<file path="src/rtl/acc_regbank_pkg.sv">
package acc_regbank_pkg;

    localparam int BYTE_W    = 8;
    localparam int PAIR_W    = 2 * BYTE_W;
    localparam int NUM_PAIRS = 4;
    localparam int PSEL_W    = $clog2(NUM_PAIRS);
    localparam int BSEL_W    = PSEL_W + 1;
    localparam int NUM_FLAGS = 5;

    localparam logic [BSEL_W-1:0] BSEL_MEM = 3'd6;
    localparam logic [BSEL_W-1:0] BSEL_ACC = 3'd7;
    localparam logic [PSEL_W-1:0] PSEL_ALT = 2'd3;
    localparam logic [PSEL_W-1:0] PSEL_DE  = 2'd1;
    localparam logic [PSEL_W-1:0] PSEL_HL  = 2'd2;

    localparam int POS_SGN = 7;
    localparam int POS_ZRO = 6;
    localparam int POS_AUX = 4;
    localparam int POS_PAR = 2;
    localparam int POS_ONE = 1;
    localparam int POS_CRY = 0;

    typedef enum logic [2:0] {
        OP_IDLE     = 3'd0,
        OP_BYTE_WR  = 3'd1,
        OP_PAIR_WR  = 3'd2,
        OP_PAIR_INC = 3'd3,
        OP_PAIR_DEC = 3'd4,
        OP_SWAP     = 3'd5
    } op_e;

    typedef struct packed {
        logic sgn;
        logic zro;
        logic aux;
        logic par;
        logic cry;
    } flags_t;

endpackage

</file>
<file path="src/rtl/acc_regbank_status.sv">
module acc_regbank_status
    import acc_regbank_pkg::*;
(
    input  flags_t            flags_i,
    output logic [BYTE_W-1:0] status_o
);
    always_comb begin
        status_o          = '0;
        status_o[POS_SGN] = flags_i.sgn;
        status_o[POS_ZRO] = flags_i.zro;
        status_o[POS_AUX] = flags_i.aux;
        status_o[POS_PAR] = flags_i.par;
        status_o[POS_ONE] = 1'b1;
        status_o[POS_CRY] = flags_i.cry;
    end
endmodule

</file>
<file path="src/rtl/acc_regbank_bytesel.sv">
module acc_regbank_bytesel
    import acc_regbank_pkg::*;
(
    input  logic [BSEL_W-1:0] sel_i,
    input  logic [PAIR_W-1:0] bc_i,
    input  logic [PAIR_W-1:0] de_i,
    input  logic [PAIR_W-1:0] hl_i,
    input  logic [BYTE_W-1:0] acc_i,
    input  logic [BYTE_W-1:0] mem_i,
    output logic [BYTE_W-1:0] data_o,
    output logic              is_mem_o
);
    always_comb begin
        is_mem_o = (sel_i == BSEL_MEM);
        unique case (sel_i)
            3'd0:    data_o = bc_i[PAIR_W-1:BYTE_W];
            3'd1:    data_o = bc_i[BYTE_W-1:0];
            3'd2:    data_o = de_i[PAIR_W-1:BYTE_W];
            3'd3:    data_o = de_i[BYTE_W-1:0];
            3'd4:    data_o = hl_i[PAIR_W-1:BYTE_W];
            3'd5:    data_o = hl_i[BYTE_W-1:0];
            3'd6:    data_o = mem_i;
            default: data_o = acc_i;
        endcase
    end
endmodule

</file>
<file path="src/rtl/acc_regbank_store.sv">
module acc_regbank_store
    import acc_regbank_pkg::*;
(
    input  logic              clk_i,
    input  logic              rst_ni,
    input  logic [2:0]        op_i,
    input  logic [BSEL_W-1:0] byte_sel_i,
    input  logic [PSEL_W-1:0] pair_sel_i,
    input  logic              push_i,
    input  logic [PAIR_W-1:0] wdata_i,
    output logic [PAIR_W-1:0] pair_o [NUM_PAIRS],
    output logic [BYTE_W-1:0] acc_o
);
    logic [PAIR_W-1:0] pair_q [NUM_PAIRS];
    logic [PAIR_W-1:0] pair_d [NUM_PAIRS];
    logic [BYTE_W-1:0] acc_q, acc_d;
    op_e               op;

    assign op = op_e'(op_i);

    always_ff @(posedge clk_i) begin
        if (!rst_ni) begin
            for (int i = 0; i < NUM_PAIRS; i++) pair_q[i] <= '0;
            acc_q <= '0;
        end else begin
            for (int i = 0; i < NUM_PAIRS; i++) pair_q[i] <= pair_d[i];
            acc_q <= acc_d;
        end
    end

    always_comb begin
        for (int i = 0; i < NUM_PAIRS; i++) pair_d[i] = pair_q[i];
        acc_d = acc_q;
        unique case (op)
            OP_BYTE_WR: begin
                if (byte_sel_i == BSEL_ACC) begin
                    acc_d = wdata_i[BYTE_W-1:0];
                end else if (byte_sel_i != BSEL_MEM) begin
                    if (byte_sel_i[0] == 1'b0)
                        pair_d[byte_sel_i[BSEL_W-1:1]][PAIR_W-1:BYTE_W] = wdata_i[BYTE_W-1:0];
                    else
                        pair_d[byte_sel_i[BSEL_W-1:1]][BYTE_W-1:0] = wdata_i[BYTE_W-1:0];
                end
            end
            OP_PAIR_WR: begin
                if (push_i && pair_sel_i == PSEL_ALT)
                    acc_d = wdata_i[PAIR_W-1:BYTE_W];
                else
                    pair_d[pair_sel_i] = wdata_i;
            end
            OP_PAIR_INC: pair_d[pair_sel_i] = pair_q[pair_sel_i] + PAIR_W'(1);
            OP_PAIR_DEC: pair_d[pair_sel_i] = pair_q[pair_sel_i] - PAIR_W'(1);
            OP_SWAP: begin
                pair_d[PSEL_DE] = pair_q[PSEL_HL];
                pair_d[PSEL_HL] = pair_q[PSEL_DE];
            end
            default: ;
        endcase
    end

    always_comb begin
        for (int i = 0; i < NUM_PAIRS; i++) pair_o[i] = pair_q[i];
        acc_o = acc_q;
    end
endmodule

</file>
<file path="src/rtl/acc_regbank.sv">
module acc_regbank
    import acc_regbank_pkg::*;
#(
    parameter int NUM_RD = 2
) (
    input  logic              clk_i,
    input  logic              rst_ni,
    input  logic [2:0]        op_i,
    input  logic [2:0]        wr_byte_sel_i,
    input  logic [1:0]        wr_pair_sel_i,
    input  logic              wr_push_i,
    input  logic [15:0]       wr_data_i,
    input  logic [2:0]        rd0_sel_i,
    output logic [7:0]        rd0_data_o,
    input  logic [2:0]        rd1_sel_i,
    output logic [7:0]        rd1_data_o,
    input  logic [1:0]        pr_sel_i,
    input  logic              pr_push_i,
    output logic [15:0]       pr_data_o,
    input  logic [4:0]        flags_i,
    output logic [4:0]        flags_o,
    output logic              flags_ld_o,
    output logic [15:0]       mem_addr_o,
    output logic              mem_rd_o,
    input  logic [7:0]        mem_rdata_i,
    output logic              mem_wr_o,
    output logic [7:0]        mem_wdata_o
);
    logic [PAIR_W-1:0] pair_w [NUM_PAIRS];
    logic [BYTE_W-1:0] acc_w;
    logic [BYTE_W-1:0] status_w;
    logic [PAIR_W-1:0] hl_w, de_w;
    logic [BSEL_W-1:0] rsel   [NUM_RD];
    logic [BYTE_W-1:0] rdata  [NUM_RD];
    logic [NUM_RD-1:0] rmem;
    flags_t            pop_flags;

    acc_regbank_store u_store (
        .clk_i      (clk_i),
        .rst_ni     (rst_ni),
        .op_i       (op_i),
        .byte_sel_i (wr_byte_sel_i),
        .pair_sel_i (wr_pair_sel_i),
        .push_i     (wr_push_i),
        .wdata_i    (wr_data_i),
        .pair_o     (pair_w),
        .acc_o      (acc_w)
    );

    acc_regbank_status u_status (
        .flags_i  (flags_t'(flags_i)),
        .status_o (status_w)
    );

    assign hl_w    = pair_w[PSEL_HL];
    assign de_w    = pair_w[PSEL_DE];
    assign rsel[0] = rd0_sel_i;
    assign rsel[1] = rd1_sel_i;

    for (genvar g = 0; g < NUM_RD; g++) begin : g_rd
        acc_regbank_bytesel u_sel (
            .sel_i    (rsel[g]),
            .bc_i     (pair_w[0]),
            .de_i     (pair_w[PSEL_DE]),
            .hl_i     (pair_w[PSEL_HL]),
            .acc_i    (acc_w),
            .mem_i    (mem_rdata_i),
            .data_o   (rdata[g]),
            .is_mem_o (rmem[g])
        );
    end

    assign rd0_data_o = rdata[0];
    assign rd1_data_o = rdata[1];
    assign mem_rd_o   = |rmem;
    assign mem_addr_o = hl_w;

    always_comb begin
        if (pr_push_i && pr_sel_i == PSEL_ALT)
            pr_data_o = {acc_w, status_w};
        else
            pr_data_o = pair_w[pr_sel_i];
    end

    always_comb begin
        mem_wr_o      = (op_e'(op_i) == OP_BYTE_WR) && (wr_byte_sel_i == BSEL_MEM);
        mem_wdata_o   = wr_data_i[BYTE_W-1:0];
        flags_ld_o    = (op_e'(op_i) == OP_PAIR_WR) && wr_push_i && (wr_pair_sel_i == PSEL_ALT);
        pop_flags.sgn = wr_data_i[POS_SGN];
        pop_flags.zro = wr_data_i[POS_ZRO];
        pop_flags.aux = wr_data_i[POS_AUX];
        pop_flags.par = wr_data_i[POS_PAR];
        pop_flags.cry = wr_data_i[POS_CRY];
        flags_o       = pop_flags;
    end
endmodule

</file>
<file path="config.mk">
export PLATFORM = sky130hd
export DESIGN_NAME = acc_regbank
export DESIGN_NICKNAME = d
export VERILOG_FILES = /design/src/rtl/acc_regbank_pkg.sv /design/src/rtl/acc_regbank_status.sv /design/src/rtl/acc_regbank_bytesel.sv /design/src/rtl/acc_regbank_store.sv /design/src/rtl/acc_regbank.sv
export SDC_FILE = /design/constraint.sdc
export NUM_CORES = 1
export LEC_CHECK = 0
export ABC_CLOCK_PERIOD_IN_PS = 3400
export BUFFER_PORTS_ARGS = -buffer_cell sky130_fd_sc_hd__buf_2
export CAP_MARGIN = 40
export CORE_MARGIN = 4
export CORE_UTILIZATION = 60
export DETAILED_ROUTE_END_ITERATION = 6
export PLACE_DENSITY = 0.83
export SYNTH_ARGS = -nofsm -noshare
export SYNTH_HDL_FRONTEND = slang
export SYNTH_SLANG_ARGS = --single-unit
</file>
<file path="constraint.sdc">
create_clock -name clk_i -period 3.4 [get_ports clk_i]
set_clock_uncertainty 0.2 [all_clocks]
set_input_delay 0.68 -clock clk_i [delete_from_list [all_inputs] [get_ports clk_i]]
set_output_delay 0.68 -clock clk_i [all_outputs]
set_load 0.02 [all_outputs]
</file>
# Word-level counts from Yosys, hierarchy flattened
# Memories as Yosys holds them, arrays and structs flattened.
# Index checks and enable logic that the tools add are counted.
# word_totals
inputBits	49
mem_bits_rw	64
memories	1
word_cells	85
out_inout_bits	64
ff_bits	8
# classes
mux	33
n_bitwise	7
n_addsub	2
reduce_logical	12
order_cmp	5
n_eq_ne	24
# mem_list
name	words	word_bits	rd	rd_clocked_by_memory_dff	wr	line	source
u_store.pair_q	4	16	5	0	4	acc_regbank_store.sv:14	logic [PAIR_W-1:0] pair_q [NUM_PAIRS];
# op_table
cell	n
bitwise mux 64 bit	5
two-way mux 64 bit	4
case mux 32 bit (5 select lines)	1
two-way mux 16 bit	9
case mux 16 bit (4 select lines)	2
case mux 8 bit (7 select lines)	2
demux 16 bit (select 2 bit)	3
binary-select mux 16 bit (select 2 bit)	1
equality test 3 bit (second input constant)	10
two-way mux 8 bit	3
equality test 3 x 2 -> 1 bit (second input constant)	6
adder 16 x 1 -> 16 bit (second input constant)	1
case mux 8 bit (2 select lines)	1
subtractor 16 x 1 -> 16 bit (second input constant)	1
equality test 3 x 1 -> 1 bit (second input constant)	3
greater-or-equal comparator 3 bit (second input constant)	3
inverter 2 -> 3 bit	3
logical AND 1 bit	7
logical NOT 3 bit	2
< comparator 3 x 1 -> 1 bit (second input constant)	2
equality test 2 bit (second input constant)	2
inequality test 2 x 1 -> 1 bit (second input constant)	2
bitwise OR 1 bit	4
inequality test 3 bit (second input constant)	1
other kinds (4)	5

# Longest topological paths before layout
# logic_depth
word_depth	11
depth_mapped	12
depth_no_buf	9

# Cells and area by module
# A second synthesis with hierarchy kept.
# unflattened
hier_cells	1043
area_unflattened_um2	7786.2
# modules_own_cells
mod	instances	seq_area_each_um2	area_each_um2	cells_each
acc_regbank_store	1	1441.4	5758.0	768
acc_regbank_bytesel	2	0.0	560.5	70
acc_regbank	1	0.0	839.6	125
acc_regbank_status	1	0.0	67.6	10

# Worst setup path after synthesis
# No wires, ideal clock.
# synth_timing
kind	input port to flip-flop
startpoint	input wr_pair_sel_i[1]
endpoint	register with a tool-made name
path_buffers	3
t_arrival_ns	2.899
stages	11
path_slack_ns	0.183
required_ns	3.081
setup_ns	0.119
path_cell_list	buf_6 -> buf_6 -> mux4_2 -> buf_2 -> ha_1 -> nor2b_1 -> o2bb2ai_1 -> or4b_1 -> xor2_1 -> o2bb2ai_1 -> o221a_1
# synth_lines
element	line	source
start, declared	acc_regbank.sv:10	input logic [1:0] wr_pair_sel_i,

# Worst setup path in the final report
# layout_timing
startpoint	input pr_sel_i[1]
endpoint	output pr_data_o[4]
# layout_via
elab_chain_cells	5
word_cells_on_any_way	7
cone_classes	eq/ne (1); mux (4); bitwise (1); reduce/logical (1)
# layout_lines
element	line	source
start, declared	acc_regbank.sv:17	input logic [1:0] pr_sel_i,
inverter 2 -> 3 bit (implied by the code)	acc_regbank.sv:82	pr_data_o = pair_w[pr_sel_i];
binary-select mux 16 bit (select 2 bit)	acc_regbank.sv:82	
two-way mux 16 bit (implied by the code) (2 in a row)	acc_regbank.sv:82	
two-way mux 16 bit *	acc_regbank.sv:79	if (pr_push_i && pr_sel_i == PSEL_ALT)
end, declared	acc_regbank.sv:19	output logic [15:0] pr_data_o,
# Every way passes the cells marked *; elsewhere a longest branch is shown, timed or not. The select of a mux whose other input is x is not followed.

==> results.yml <==
setup_path:
  cp_num_buf_inv: 2
  r2r_slack_ps: 370
  crit_type: "in -> out"
  required_ps: 2520
  cp_common_cell: "buf_2"
  worst_path_largest_cell_delay_ps: 520
  path_cells: "buf_2 > nand3b_1 > o22ai_1 > a21oi_1 > buf_2"
  path_max_fanout: 28
  crit_family: "buffers and inverters"
  crit_path_end_kind: "primary output"
  worstRegToRegCells: 9
  crit_path_top_delay_cell: "nand3b_1"
  worstPathArrival_ps: 2330
  cp-start-kind: "input port"
pwr:
  p_comb_frac: 0.396
  switching_share: 0.406
  power_leakage_nw: 3.71
  pwr-share-seq: 0.291
  p_clk_frac: 0.313
  p_int_mw: 2.06
  vdd_drop_max_mv: 0.236
  powerDensity_nw_per_um2: 370
  power_switching_mw: 1.41
logic_synthesis:
  syn_inst: 1077
  synthTopCellsByArea: "dfxtp_1, mux4_2, o21ai_0, nand2_1, a21oi_1"
  synth_top_area_share: 0.180
  syn-cell-area_sq_um: 8020
  synthesis.nets: 1128
  ys.flop_type: "dfxtp_1"
  yosysSeqAreaShare: 0.180
  synth_area_leader_cell: "dfxtp_1"
  avgSynthCellArea_sq_um: 7.44
  synth-seq-cells: 72
  synthTopCellsByCount: "nand2_1, o21ai_0, a21oi_1, clkbuf_1, nor2_1"
  synth_edf_count: 0
  yosysWarnings: 0
  synthArstFlopShare: 0
  synth_cell_type_count: 80
finish:
  area_growth_pct: 17.0
  n_fill_cell: 1066
  final_nets: 1234
  layout-drive-gt1-share: 0.274
drt:
  postRouteAntennaNets: 0
  num_vias: 10500
  vias_per_cell: 7.72
  drt_iter0_markers: 2255
  wire_per_inst_um: 29.2
  drt-total-wl_um: 39800
  first_pass_iters: 7
  drc: 26
sta:
  setup_viol: 0
  grt_setup_unrepaired: "false"
  tns_ps: 0
  slew_violations: 0
  setup_ws_ps: 192
  hold_ws_ps: 360
  min_period_ps: 3210
  period_share: 0.944
  maxSlewHeadroom: 0.445
  hold_violations: 0
  worstMarginPinSlew_ps: 832
  fmax_mhz: 312
die:
  start_util: 0.625
  row_count: 41
  die_area_sq_um: 15300
  ios: 113
  die_y_um: 124
  die_w_um: 124
  core-area_sq_um: 12800
clock_tree:
  cts_resized: 0
  clock-root-buffer: "clkbuf_16"
  postCtsSetupBuffers: 0
  cts_tree: "built"
  cts_made_buffers: 9
  cts_max_path_buffers: 2
  clk_pin_slew_ps: 60
  postCtsHoldBufs: 0
  clock_latency_ps: 350
  clock_sinks: 72
  h-tree-depth: 3
min_path:
  hold_class: "reg -> reg"
  hold_depth: 2
  min-delay-start: "u_store.acc_o[2]"
  holdPathEnd: "u_store.acc_o[2]"
grt:
  overflow: 0
  grt_pass1_wl_um: 57800
  globalRouteTotalUtil: 0.517
  antenna_found_initial: 4
  grt_pass1_vias: 9588
  grt_max_degree: 34
run:
  drv_cap: 0
placement:
  pre_cts_ws_ps: 14.4
  io_buffer_count: 112
  gp_congestion: 1.17
  place_hpwl_um: 28800
status:
  outcome: "finished with violations"
  violations: "design-rule violations"
==> layout make-up <==
class / count / area (sq um) / share of cell area
multi-input cells: 859 / 5880 / 0.627
repair buffers: 228 / 1460 / 0.155
flip-flops and latches: 72 / 1440 / 0.154
clock buffers: 9 / 225 / 0.0240
well taps: 172 / 215 / 0.0229
clock inverters: 7 / 103 / 0.0109
inverters: 13 / 48.8 / 0.00520
diodes: 3 / 7.51 / 0.000800
==> power by group through the flow <==
stage / combinational (mW) / clock, mW / sequential, mW
global placement: 1.28 / 0 / 1.01
finish: 1.37 / 1.09 / 1.01
floorplan: 0.838 / 0 / 0.969
detailed placement: 1.30 / 0 / 1.01
global route: 1.43 / 1.11 / 1.00
CTS: 1.30 / 1.07 / 0.991
==> per-layer routing <==
metal	GRT usage	vias up	wire length, um
met4	0.397	2	4020
met1	0.619	4706	13100
met3	0.233	374	7170
met2	0.713	1082	15500
li1	-	4356	-
met5	0.0417	-	37
==> tightest hold or removal path: stages (launching register included) <==
cell and delay (ps):
dfxtp_1 350, nor2_1 110, a311oi_1 50
==> cell families (layout without fill, tap and decap cells) <==
family / count (synthesis) / after routing / share of synthesized area
AOI/OAI and AO/OA: 417 / 417 / 0.346
muxes: 74 / 74 / 0.141
adders and majority gates: 2 / 2 / 0.00312
other: 0 / 3 / 0
xor gates and xnor gates: 25 / 25 / 0.0273
buffers and inverters: 146 / 257 / 0.0885
and+or+nand+nor: 341 / 341 / 0.213
DFF: 72 / 72 / 0.180
==> layout by cell type, fill, tap and decap left out, types with 7 or more instances in the layout <==
cell type / netlist / routed
o21ai_0: 108 / 108
and4_1: 7 / 7
nor2_1: 78 / 77
nor2b_1: 17 / 17
a22o_1: 8 / 8
o21a_1: 8 / 8
xnor2_1: 13 / 13
or3_1: 9 / 9
a311oi_1: 9 / 9
buf_2: 6 / 112
and3_1: 7 / 7
o221ai_1: 16 / 16
mux4_2: 27 / 27
a21o_1: 8 / 8
a211oi_1: 17 / 16
and2_1: 7 / 7
nor3_1: 26 / 26
o211ai_1: 12 / 12
a22oi_1: 15 / 15
nand3_1: 28 / 28
dfxtp_1: 72 / 72
a221oi_1: 20 / 20
o22ai_1: 25 / 25
nand2_1: 108 / 108
mux2i_1: 15 / 15
buf_4: 33 / 114
mux2_2: 31 / 31
a21oi_1: 78 / 78
a31oi_1: 22 / 22
nand3b_1: 10 / 10
inv_1: 11 / 11
xor2_1: 12 / 12
o2bb2ai_1: 7 / 7
clkbuf_16: 0 / 9
nand2b_1: 12 / 12
==> metrics by stage <==
step	cells	utilization	power (mW)	area, sq um
2_1_floorplan	1077	-	1.81	8020
3_3_place_gp	1343	0.705	2.29	9040
3_5_place_dp	1344	0.705	2.30	9040
4_1_cts	1360	0.731	3.36	9370
5_1_grt	1363	0.731	3.54	9380
6_report	1363	0.731	3.47	9380
==> worst max-delay path by stage <==
stage | start | to | slack (ps) | cells after the start
floorplan | wr_pair_sel_i[1] | flop | 180 | 11
global placement | wr_pair_sel_i[1] | flop | 50 | 9
detailed placement | wr_pair_sel_i[0] | flop | 10 | 8
CTS | pr_sel_i[1] | pr_data_o[4] | 280 | 5
global route | rd1_sel_i[1] | rd1_data_o[5] | 120 | 7
finish | pr_sel_i[1] | pr_data_o[4] | 190 | 5
(Power assumes the default switching activity.)
